==> src/rtl/sar4w_pkg.sv <==
package sar4w_pkg;

  typedef enum logic [1:0] {
    ST_IDLE  = 2'd0,
    ST_CONV  = 2'd1,
    ST_SHIFT = 2'd2,
    ST_TAIL  = 2'd3
  } cap_state_e;

  function automatic int ceil_cycles(input int t_ns, input int period_ps);
    return (t_ns * 1000 + period_ps - 1) / period_ps;
  endfunction

endpackage

==> src/rtl/sar4w_conv_timer.sv <==
module sar4w_conv_timer #(
  parameter int NORM_CYC  = 42,
  parameter int TURBO_CYC = 32,
  parameter int CNT_W     = 6
) (
  input  logic clk_i,
  input  logic rst_ni,
  input  logic load_i,
  input  logic turbo_i,
  input  logic run_i,
  output logic expire_o
);

  logic [CNT_W-1:0] cnt_q;

  always_ff @(posedge clk_i or negedge rst_ni) begin
    if (!rst_ni) begin
      cnt_q <= '0;
    end else if (load_i) begin
      cnt_q <= turbo_i ? CNT_W'(TURBO_CYC - 1) : CNT_W'(NORM_CYC - 1);
    end else if (run_i && cnt_q != '0) begin
      cnt_q <= cnt_q - 1'b1;
    end
  end

  assign expire_o = run_i && (cnt_q == '0);

endmodule

==> src/rtl/sar4w_shifter.sv <==
module sar4w_shifter #(
  parameter int DATA_W    = 16,
  parameter int SCLK_HALF = 2
) (
  input  logic              clk_i,
  input  logic              rst_ni,
  input  logic              en_i,
  input  logic              sdo_i,
  output logic              sclk_o,
  output logic              last_o,
  output logic [DATA_W-1:0] word_o
);

  localparam int DIV_W = (2 * SCLK_HALF > 2) ? $clog2(2 * SCLK_HALF) : 1;
  localparam int BIT_W = (DATA_W > 2) ? $clog2(DATA_W) : 1;

  logic [DIV_W-1:0]  div_q;
  logic [BIT_W-1:0]  bit_q;
  logic [DATA_W-1:0] word_q;
  logic              sample;

  // falling edge of sclk_o coincides with the sampling edge
  assign sample = en_i && (div_q == DIV_W'(SCLK_HALF - 1));
  assign sclk_o = en_i && (div_q < DIV_W'(SCLK_HALF));
  assign last_o = sample && (bit_q == BIT_W'(DATA_W - 1));
  assign word_o = word_q;

  always_ff @(posedge clk_i or negedge rst_ni) begin
    if (!rst_ni) begin
      div_q  <= '0;
      bit_q  <= '0;
      word_q <= '0;
    end else if (!en_i) begin
      div_q <= '0;
      bit_q <= '0;
    end else begin
      div_q <= (div_q == DIV_W'(2 * SCLK_HALF - 1)) ? '0 : div_q + 1'b1;
      if (sample) begin
        word_q <= {word_q[DATA_W-2:0], sdo_i};
        bit_q  <= bit_q + 1'b1;
      end
    end
  end

endmodule

==> src/rtl/sar4w_extend.sv <==
module sar4w_extend #(
  parameter int DATA_W     = 16,
  parameter int OUT_W      = 16,
  parameter bit SIGNED_RES = 1'b0
) (
  input  logic [DATA_W-1:0] word_i,
  output logic [OUT_W-1:0]  data_o
);

  generate
    if (OUT_W == DATA_W) begin : g_same
      assign data_o = word_i;
    end else if (SIGNED_RES) begin : g_sext
      assign data_o = {{(OUT_W - DATA_W){word_i[DATA_W-1]}}, word_i};
    end else begin : g_zext
      assign data_o = {{(OUT_W - DATA_W){1'b0}}, word_i};
    end
  endgenerate

endmodule

==> src/rtl/sar4w_capture.sv <==
module sar4w_capture
  import sar4w_pkg::*;
#(
  parameter int CLK_PERIOD_PS = 10000,
  parameter int T_NORM_NS     = 420,
  parameter int T_TURBO_NS    = 320,
  parameter int DATA_W        = 16,
  parameter bit SIGNED_RES    = 1'b0,
  parameter int SCLK_HALF     = 2,
  localparam int OUT_W        = (DATA_W > 16) ? 32 : 16
) (
  input  logic             clk_i,
  input  logic             rst_ni,
  input  logic             start_i,
  input  logic             turbo_i,
  input  logic             sdo_i,
  output logic             cnv_o,
  output logic             cs_no,
  output logic             sclk_o,
  output logic             busy_o,
  output logic             done_o,
  output logic [OUT_W-1:0] data_o
);

  localparam int NORM_CYC  = ceil_cycles(T_NORM_NS, CLK_PERIOD_PS);
  localparam int TURBO_CYC = ceil_cycles(T_TURBO_NS, CLK_PERIOD_PS);
  localparam int MAX_CYC   = (NORM_CYC > TURBO_CYC) ? NORM_CYC : TURBO_CYC;
  localparam int MIN_CYC   = (NORM_CYC < TURBO_CYC) ? NORM_CYC : TURBO_CYC;
  localparam int CNT_W     = $clog2(MAX_CYC + 1);

  cap_state_e        state_q, state_d;
  logic              accept, expire, last_bit;
  logic [DATA_W-1:0] word;
  logic [OUT_W-1:0]  ext_word;
  logic [OUT_W-1:0]  data_q;
  logic              done_q;

  assign accept = (state_q == ST_IDLE) && start_i;

  sar4w_conv_timer #(
    .NORM_CYC (NORM_CYC),
    .TURBO_CYC(TURBO_CYC),
    .CNT_W    (CNT_W)
  ) u_timer (
    .clk_i   (clk_i),
    .rst_ni  (rst_ni),
    .load_i  (accept),
    .turbo_i (turbo_i),
    .run_i   (state_q == ST_CONV),
    .expire_o(expire)
  );

  sar4w_shifter #(
    .DATA_W   (DATA_W),
    .SCLK_HALF(SCLK_HALF)
  ) u_shift (
    .clk_i (clk_i),
    .rst_ni(rst_ni),
    .en_i  (state_q == ST_SHIFT),
    .sdo_i (sdo_i),
    .sclk_o(sclk_o),
    .last_o(last_bit),
    .word_o(word)
  );

  sar4w_extend #(
    .DATA_W    (DATA_W),
    .OUT_W     (OUT_W),
    .SIGNED_RES(SIGNED_RES)
  ) u_ext (
    .word_i(word),
    .data_o(ext_word)
  );

  always_comb begin
    state_d = state_q;
    unique case (state_q)
      ST_IDLE:  if (start_i)  state_d = ST_CONV;
      ST_CONV:  if (expire)   state_d = ST_SHIFT;
      ST_SHIFT: if (last_bit) state_d = ST_TAIL;
      ST_TAIL:                state_d = ST_IDLE;
      default:                state_d = ST_IDLE;
    endcase
  end

  always_ff @(posedge clk_i or negedge rst_ni) begin
    if (!rst_ni) begin
      state_q <= ST_IDLE;
      data_q  <= '0;
      done_q  <= 1'b0;
    end else begin
      state_q <= state_d;
      done_q  <= (state_q == ST_TAIL);
      if (state_q == ST_TAIL) data_q <= ext_word;
    end
  end

  assign cnv_o  = (state_q != ST_IDLE);
  assign busy_o = (state_q != ST_IDLE);
  assign cs_no  = (state_q != ST_SHIFT);
  assign done_o = done_q;
  assign data_o = data_q;

endmodule

==> config.mk <==
export PLATFORM = sky130hd
export DESIGN_NAME = sar4w_capture
export DESIGN_NICKNAME = d
export VERILOG_FILES = /design/src/rtl/sar4w_pkg.sv /design/src/rtl/sar4w_conv_timer.sv /design/src/rtl/sar4w_shifter.sv /design/src/rtl/sar4w_extend.sv /design/src/rtl/sar4w_capture.sv
export SDC_FILE = /design/constraint.sdc
export NUM_CORES = 1
export LEC_CHECK = 0
export ABC_AREA = 0
export BUFFER_PORTS_ARGS = -buffer_cell sky130_fd_sc_hd__buf_2
export CAP_MARGIN = 20
export CORE_UTILIZATION = 55
export CTS_CLUSTER_DIAMETER = 120
export DETAILED_ROUTE_END_ITERATION = 12
export GPL_TIMING_DRIVEN = 0
export PLACE_DENSITY = 0.76
export SYNTH_ARGS = -nofsm -noshare
export SYNTH_HDL_FRONTEND = slang
export SYNTH_SLANG_ARGS = --single-unit
==> constraint.sdc <==
create_clock -name clk_i -period 2.7 [get_ports clk_i]
set_input_delay 0.27 -clock clk_i [delete_from_list [all_inputs] [get_ports clk_i]]
set_output_delay 0.27 -clock clk_i [all_outputs]
set_load 0.02 [all_outputs]
==> results.py, run 1 <==
metrics = {
    "cells_and_area": {
        "antennaDiodeCount": 0,
        "finish.instance_area_um2": 2307,
        "final_cell_count_no_fill": 228,
        "layout-area-overhead-vs-synth_pct": 14.25,
        "post_route_cells_drive_above_1_share": 0.4011,
        "number_of_nets_at_the_end_of_the_flow": 197,
        "total_area_of_multi_input_combinational_cells_um2": 792.0,
        "fillerInstances": 252,
        "layout.area.seq_um2": 1176,
    },
    "sta": {
        "hold_violations": 0,
        "relSlewSlack": 0.7074,
        "final_min_period_over_clock_period": 0.7451,
        "setup_total_negative_slack_ps": 0,
        "max_freq_mhz": 497.1,
        "final.min_clock_period_ps": 2012,
        "worst_clock_skew_ps": 6.041,
        "worst_pin_slew_ps": 437.5,
        "number_of_setup_violations_in_the_final_report": 0,
        "final_max_slew_viol_count": 0,
        "rsz0062_at_grt": "false",
        "hold_ws_ps": 137.9,
    },
    "yosys": {
        "main_combinational_cell_family_by_area_after_synthesis": "multiplexers",
        "netlist_area_um2": 2019,
        "synth-edff-count": 0,
        "synth_cells": 148,
        "synthesized_flop_and_latch_total": 47,
        "synth-seq-area-share": 0.5824,
        "yosysWarningCount": 0,
        "average_instance_area_after_synthesis_um2": 13.64,
        "number_of_distinct_library_cell_variants_in_the_gate_level_netlist_after_synthesis": 31,
        "synth_adder_area_share": 0.06196,
        "ys.flop_type": "sky130_fd_sc_hd__dfrtp_1",
        "post_synth_and_or_nand_nor_area_fraction": 0.07745,
        "synth_compound_gate_area_share": 0.03594,
        "synth_xor_xnor_area_share": 0.01735,
        "async_flop_share": 1.000,
        "postSynthNetCount": 163,
        "muxShareOfSynthArea": 0.1995,
    },
    "place": {
        "gpl.final_weighted_congestion": 0.7252,
        "dp_hpwl_um": 2260,
        "postPlaceCellArea_um2": 2202,
        "place.port_buffers": 25,
        "placed_instances": 219,
    },
    "route": {
        "1st_pass_router_iterations": 4,
        "routedWlPerCell_um": 13.70,
        "drc": 0,
        "routed_wl_um": 3123,
        "drt_first_iter_violations": 44,
        "total_via_count_after_detailed_routing": 1199,
        "remaining_antenna_violation_count": 0,
        "via_per_inst": 5.259,
    },
    "global_route": {
        "via_count_of_the_first_global_routing_pass": 1282,
        "grt_start_max_net_pins": 48,
        "global_route.overflow_total": 0,
        "grt_util_all_layers": 0.1923,
        "met1_usage": 0.2322,
        "antenna_found_initial": 0,
        "grtUsageMet3": 0.05109,
        "top_usage_layer": "met2",
        "met2_usage": 0.3166,
        "grt_pass1_wl_um": 5720,
    },
    "worst_setup_path": {
        "timing_worst_setup_path_type": "flop to flop",
        "endpoint_kind": "flop",
        "cp_data_arrival_time_ps": 2270,
        "r2r_slack_ps": 690,
        "critical_path.reg2reg.startpoint": "state_q[1]",
        "r2r_cells": 6,
        "r2r_end": "u_timer.cnt_q[5]",
        "timing.critical_path.from_type": "flop",
        "timing.critical_path.required_ps": 2960,
        "crit_path_max_fanout": 4,
    },
    "floorplan": {
        "fp.dieArea_um2": 3918,
        "core_rows": 21,
        "die_width_um": 62.60,
        "start_util": 0.5912,
        "core_region_area_um2": 3416,
        "fp.dieH_um": 62.60,
        "number_of_i_o_pins": 26,
    },
    "power_and_ir_drop": {
        "power.total_mw": 1.134,
        "powerDensity_nw_per_um2": 491.6,
        "power_leakage_nw": 1.220,
        "vdd_ir_drop_max_uv": 332.0,
    },
    "clock_network": {
        "cts_post_setup_buffers_inserted": 0,
        "clock_buffer_count_from_cts": 5,
        "worst_setup_hold_path_clk_slew_ps": 120,
        "clkSinkCount": 47,
        "cts_tree": "yes",
        "cts_root_buffer_type": "sky130_fd_sc_hd__clkbuf_4",
        "clock_latency_late_sink_ps": 350,
        "cts_htree_levels": 2,
        "clk_path_buf_depth": 2,
    },
    "status": {
        "status": "finished, final reports clean",
    },
    "worst_hold_path": {
        "hold-path-cell-count": 2,
        "timing.hold.worst.class": "input pin to flop",
        "hp-start": "sdo_i",
        "hold_end": "u_shift.word_o[0]",
    },
    "job": {
        "drv_cap": 0,
    },
}
[placed cells by master (no fill, tap or decap), types with 2 or more instances in the layout]
cell and n:
sky130_fd_sc_hd__nand2_1 9, sky130_fd_sc_hd__mux2_2 33, sky130_fd_sc_hd__nor3_1 2, sky130_fd_sc_hd__dfrtp_1 47, sky130_fd_sc_hd__mux2i_1 2, sky130_fd_sc_hd__inv_1 6, sky130_fd_sc_hd__clkbuf_1 2, sky130_fd_sc_hd__ha_1 10
sky130_fd_sc_hd__nand2b_1 2, sky130_fd_sc_hd__xor2_1 2, sky130_fd_sc_hd__nor2_1 9, sky130_fd_sc_hd__nand3_1 2, sky130_fd_sc_hd__a21oi_1 2, sky130_fd_sc_hd__buf_2 27, sky130_fd_sc_hd__xnor2_1 2, sky130_fd_sc_hd__clkbuf_4 5
[final cells by class]
cell class,instances,area share
Buffer,5,0.01085
Timing Repair Buffer,27,0.06725
Clock buffer,5,0.01627
Tap cell,46,0.02495
Multi-Input combinational cell,89,0.3433
Sequential cell,47,0.5098
Clock inverter,2,0.01627
Inverter,7,0.01139
[through the flow]
step	worst slack, ps	util
finish	688.1	0.6755
global route	575.8	0.6755
CTS	680.8	0.6667
detailed placement	695.3	0.6447
global placement	726.5	0.6447
floorplan	805.1	-
[where the power goes]
part	switching, mW	leakage [nW]	internal (mW)
sequential	0.00247	0.632	0.708
combinational	0.0152	0.551	0.00946
clock	0.210	0.0373	0.190
[cells in the mapped netlist (2+ instances only)]
| cell type | count | area, um^2 |
|---|---|---|
| sky130_fd_sc_hd__xnor2_1 | 2 | 17.52 |
| sky130_fd_sc_hd__nand2b_1 | 2 | 12.51 |
| sky130_fd_sc_hd__a21oi_1 | 2 | 10.01 |
| sky130_fd_sc_hd__ha_1 | 10 | 125.1 |
| sky130_fd_sc_hd__mux2_2 | 33 | 371.6 |
| sky130_fd_sc_hd__nor2_1 | 9 | 33.78 |
| sky130_fd_sc_hd__nand2_1 | 9 | 33.78 |
| sky130_fd_sc_hd__dfrtp_1 | 47 | 1176 |
| sky130_fd_sc_hd__inv_1 | 6 | 22.52 |
| sky130_fd_sc_hd__clkbuf_1 | 2 | 7.510 |
| sky130_fd_sc_hd__nor3_1 | 2 | 10.01 |
| sky130_fd_sc_hd__mux2i_1 | 2 | 20.02 |
| sky130_fd_sc_hd__xor2_1 | 2 | 17.52 |
| sky130_fd_sc_hd__nand3_1 | 2 | 10.01 |
| sky130_fd_sc_hd__buf_2 | 2 | 10.01 |
[worst max-delay path by stage]
stage	slack (ps)	from	endpoint	cells past startpoint
after CTS	680	state_q[1]	u_timer.cnt_q[5]	6
after global placement	730	state_q[1]	u_timer.cnt_q[5]	6
after floorplan	810	state_q[1]	u_timer.cnt_q[5]	6
after detailed placement	700	state_q[1]	u_timer.cnt_q[5]	6
after global routing	580	state_q[1]	u_timer.cnt_q[5]	6
final	690	state_q[1]	u_timer.cnt_q[5]	6
[flip-flops by register name, indices dropped and copies added (netlist names)]
signal	cells
data_o	16
u_shift.word_o	16
u_timer.cnt_q	6
u_shift.bit_q	4
state_q	2
u_shift.div_q	2
done_o	1
[layer usage]
layer / vias up / wire length [um] / share of wire
li1: 575 / - / -
met1: 593 / 1382 / 0.44
met2: 24 / 1565 / 0.50
met3: 7 / 117 / 0.037
met4: 0 / 58 / 0.019
met5: - / 0 / 0
[logic make-up (layout without fill, tap and decap cells)]
group / after synthesis / count (layout)
buffers and inverters: 12 / 46
XOR/XNOR: 4 / 4
multiplexers: 36 / 36
adder cells (fa/ha/maj): 10 / 10
AND/OR/NAND/NOR: 31 / 31
flip-flops: 47 / 47
AO/OA/AOI/OAI: 8 / 8
[worst max-delay path, cell delays in order (launching register included)]
cell and delay [ps]:
sky130_fd_sc_hd__dfrtp_1 430, sky130_fd_sc_hd__inv_1 120, sky130_fd_sc_hd__ha_1 230, sky130_fd_sc_hd__or4b_4 490
sky130_fd_sc_hd__nor3_2 130, sky130_fd_sc_hd__mux2_1 340, sky130_fd_sc_hd__a21o_1 170
[repair_timing]
action | 4_1_cts | 5_1_grt
hold buffers | 0 | 1
endpoints found under the hold margin | 0 | 45
resized for setup | 0 | 0
No activity file was read; power rests on OpenSTA's default activity.
==> run 2: changes to the inputs <==
--- a/config.mk
+++ b/config.mk
@@ -5,14 +5,14 @@
 export SDC_FILE = /design/constraint.sdc
 export NUM_CORES = 1
 export LEC_CHECK = 0
-export ABC_AREA = 0
+export ABC_AREA = 1
 export BUFFER_PORTS_ARGS = -buffer_cell sky130_fd_sc_hd__buf_2
 export CAP_MARGIN = 20
-export CORE_UTILIZATION = 55
+export CORE_UTILIZATION = 51
 export CTS_CLUSTER_DIAMETER = 120
 export DETAILED_ROUTE_END_ITERATION = 12
 export GPL_TIMING_DRIVEN = 0
-export PLACE_DENSITY = 0.76
+export PLACE_DENSITY = 0.74
 export SYNTH_ARGS = -nofsm -noshare
 export SYNTH_HDL_FRONTEND = slang
 export SYNTH_SLANG_ARGS = --single-unit
==> constraint.sdc (replaced) <==
create_clock -name clk_i -period 1.7 [get_ports clk_i]
set_input_delay 0.17 -clock clk_i [delete_from_list [all_inputs] [get_ports clk_i]]
set_output_delay 0.17 -clock clk_i [all_outputs]
set_load 0.02 [all_outputs]
==> results.py, run 2 <==
metrics = {
    "place": {
        "postPlaceCellArea_um2": 2235,
        "detailedPlace.worstSlack_ps": 125.9,
        "place.port_buffers": 25,
        "dp_hpwl_um": 2305,
        "gpl.final_weighted_congestion": 0.8037,
    },
    "worst_setup_path": {
        "crit_buf_inv": 3,
        "critical_path.slowest_cell": "sky130_fd_sc_hd__dfrtp_1",
        "timing.critical_path.from_type": "flop",
        "timing.critical_path.required_ps": 1530,
        "timing.critical_path.cells": "inv_1, ha_2, inv_2, nor2_1, buf_2",
        "max_stage_delay_ps": 420,
        "critical_path.reg2reg.startpoint": "u_shift.div_q[1]",
        "critical_path.top_delay_family": "flip-flops",
        "setup.worst_path.start": "state_q[0]",
        "endpoint_kind": "output pin",
        "crit_path_max_fanout": 7,
        "cp_data_arrival_time_ps": 1430,
        "timing_worst_setup_path_type": "flop to output pin",
    },
    "floorplan": {
        "core_rows": 22,
        "die_width_um": 65.39,
        "number_of_i_o_pins": 26,
        "start_util": 0.5475,
        "fp.dieArea_um2": 4276,
        "core_region_area_um2": 3744,
        "fp.dieH_um": 65.39,
    },
    "cells_and_area": {
        "fillerInstances": 331,
        "antennaDiodeCount": 0,
        "layout-area-overhead-vs-synth_pct": 14.90,
        "layout.cells.most_common": "sky130_fd_sc_hd__dfrtp_1",
        "number_of_nets_at_the_end_of_the_flow": 251,
        "post_route_cells_drive_above_1_share": 0.2405,
        "leading_cell_types_in_the_layout_fill_and_taps_excluded": "47 x sky130_fd_sc_hd__dfrtp_1, 31 x sky130_fd_sc_hd__nand2_1, 26 x sky130_fd_sc_hd__buf_2",
        "finish.instance_area_um2": 2355,
        "finish.utilization": 0.6290,
    },
    "clock_network": {
        "cts_htree_levels": 2,
        "cts_root_buffer_type": "sky130_fd_sc_hd__clkbuf_8",
        "clock_latency_late_sink_ps": 300,
        "clkSinkCount": 47,
        "cts_tree": "yes",
        "clock_buffer_count_from_cts": 5,
        "worst_setup_hold_path_clk_slew_ps": 80,
        "clk_path_buf_depth": 2,
    },
    "global_route": {
        "grt_start_max_net_pins": 48,
        "grt_util_all_layers": 0.1888,
        "via_count_of_the_first_global_routing_pass": 1358,
        "grt_pass1_wl_um": 5899,
        "antenna_found_initial": 0,
        "global_route.overflow_total": 0,
    },
    "sta": {
        "hold_ws_ps": 120.3,
        "setup_total_negative_slack_ps": 0,
        "number_of_setup_violations_in_the_final_report": 0,
        "worst_pin_slew_ps": 433.7,
        "max_freq_mhz": 625.8,
        "setup_ws_ps": 102.1,
        "final_max_slew_viol_count": 0,
        "hold_violations": 0,
        "worst_clock_skew_ps": 3.812,
        "final_min_period_over_clock_period": 0.9399,
        "final.min_clock_period_ps": 1598,
        "rsz0062_at_grt": "false",
        "relSlewSlack": 0.7109,
    },
    "yosys": {
        "synth-seq-area-share": 0.5739,
        "synthesized_flop_and_latch_total": 47,
        "postSynthNetCount": 217,
        "synth.most_common_cell": "sky130_fd_sc_hd__dfrtp_1",
        "synth_top_area_share": 0.5739,
        "async_flop_share": 1.000,
        "post_synth_main_area_contributors": "sky130_fd_sc_hd__dfrtp_1 57%, sky130_fd_sc_hd__mux2_2 7.7%, sky130_fd_sc_hd__ha_1 6.1%, sky130_fd_sc_hd__nand2_1 5.9%, sky130_fd_sc_hd__o21ai_0 4.6%",
        "synth_cells": 202,
        "synth-edff-count": 0,
        "yosysWarningCount": 0,
        "netlist_area_um2": 2049,
        "yosysTopAreaCell": "sky130_fd_sc_hd__dfrtp_1",
        "average_instance_area_after_synthesis_um2": 10.15,
        "number_of_distinct_library_cell_variants_in_the_gate_level_netlist_after_synthesis": 18,
        "ys.flop_type": "sky130_fd_sc_hd__dfrtp_1",
        "yosys-top-cells-count": "47 x sky130_fd_sc_hd__dfrtp_1, 32 x sky130_fd_sc_hd__nand2_1, 25 x sky130_fd_sc_hd__inv_1",
    },
    "route": {
        "via_per_inst": 4.965,
        "total_via_count_after_detailed_routing": 1415,
        "1st_pass_router_iterations": 4,
        "routedWlPerCell_um": 11.72,
        "remaining_antenna_violation_count": 0,
        "drc": 0,
        "routed_wl_um": 3341,
        "drt_first_iter_violations": 86,
    },
    "status": {
        "status": "finished, final reports clean",
    },
    "job": {
        "drv_cap": 0,
    },
    "worst_hold_path": {
        "timing.hold.worst.class": "input pin to flop",
        "hp-start": "sdo_i",
    },
    "power_and_ir_drop": {
        "powerDensity_nw_per_um2": 1594,
        "vdd_ir_drop_max_uv": 841.5,
        "power_leakage_nw": 1.268,
    },
}
==> run 2: cell types whose count changed in the layout (fill, tap and decap cells not counted), sizes merged, moves of 8 or more <==
cell   previous run  this run
o21ai             1        19
nand2             9        33
a21oi             2        14
inv               6        26
mux2             34        16
nor2              9        20
nand3             2        10
==> run 2: where the power goes <==
part / switching, mW / internal (mW)
clock: 0.362 / 0.287
combinational: 0.963 / 0.543
sequential: 0.176 / 1.42
total: 1.50 / 2.25
==> run 2: through the flow <==
stage          total power, mW  cells
2_1_floorplan            2.713    202
3_3_place_gp             3.078    275
3_5_place_dp             3.126    275
4_1_cts                  3.793    283
5_1_grt                  4.118    285
6_report                 3.754    285
==> run 2: final cells by class <==
cell class              count  area (um^2)  share of cell area
plain buffers               6        36.28             0.01541
well taps                  48        60.06             0.02550
clock buffers               6        72.57             0.03082
multi-input cells         123        744.5              0.3162
repair buffers             27        155.1             0.06589
flip-flops and latches     47         1176              0.4995
inverters                  26        97.59             0.04145
clock inverters             2        12.51            0.005313
==> run 2: cells by family (layout without fill, tap and decap cells) <==
kind of cell             after synthesis  count (layout)  share of synthesized area
buffers and inverters                 32              67                    0.06532
adder cells (fa/ha/maj)               10              10                    0.06105
AO/OA/AOI/OAI                         33              33                    0.08059
multiplexers                          16              16                    0.09158
AND/OR/NAND/NOR                       64              64                     0.1276
flip-flops                            47              47                     0.5739
==> run 2: timing repair <==
| action | CTS | global route |
|---|---|---|
| buffers inserted | 0 | 0 |
| endpoints found under the hold margin | 0 | 47 |
| endpoints found under the setup margin | 1 | 1 |
| gates resized for setup | 1 | 1 |
| hold buffers | 0 | 1 |
==> run 2: worst register-to-register path, cell delays in order, from the launching register on <==
cell and delay (ps):
sky130_fd_sc_hd__dfrtp_1 390, sky130_fd_sc_hd__inv_1 60, sky130_fd_sc_hd__ha_1 170, sky130_fd_sc_hd__clkbuf_2 170
sky130_fd_sc_hd__nand2_4 140, sky130_fd_sc_hd__buf_6 160, sky130_fd_sc_hd__mux2_4 300
==> run 2: final timing paths <==
check | endpoint | slack (ps) | cells past startpoint
min in group asynchronous | u_shift.div_q[0] | 230 | 2
worst max register to register | u_shift.word_o[12] | 200 | 6
worst min-delay path | u_shift.word_o[0] | 120 | 3
worst min register to register | u_shift.bit_q[3] | 460 | 1
worst max-delay path | sclk_o | 100 | 5
max in group asynchronous | data_o[3] | 1030 | 3
==> run 2: metal layers <==
layer	wire length (um)	track usage
met5	0	0
met4	74	0.08967
met3	144	0.06771
met2	1562	0.3080
met1	1559	0.2204
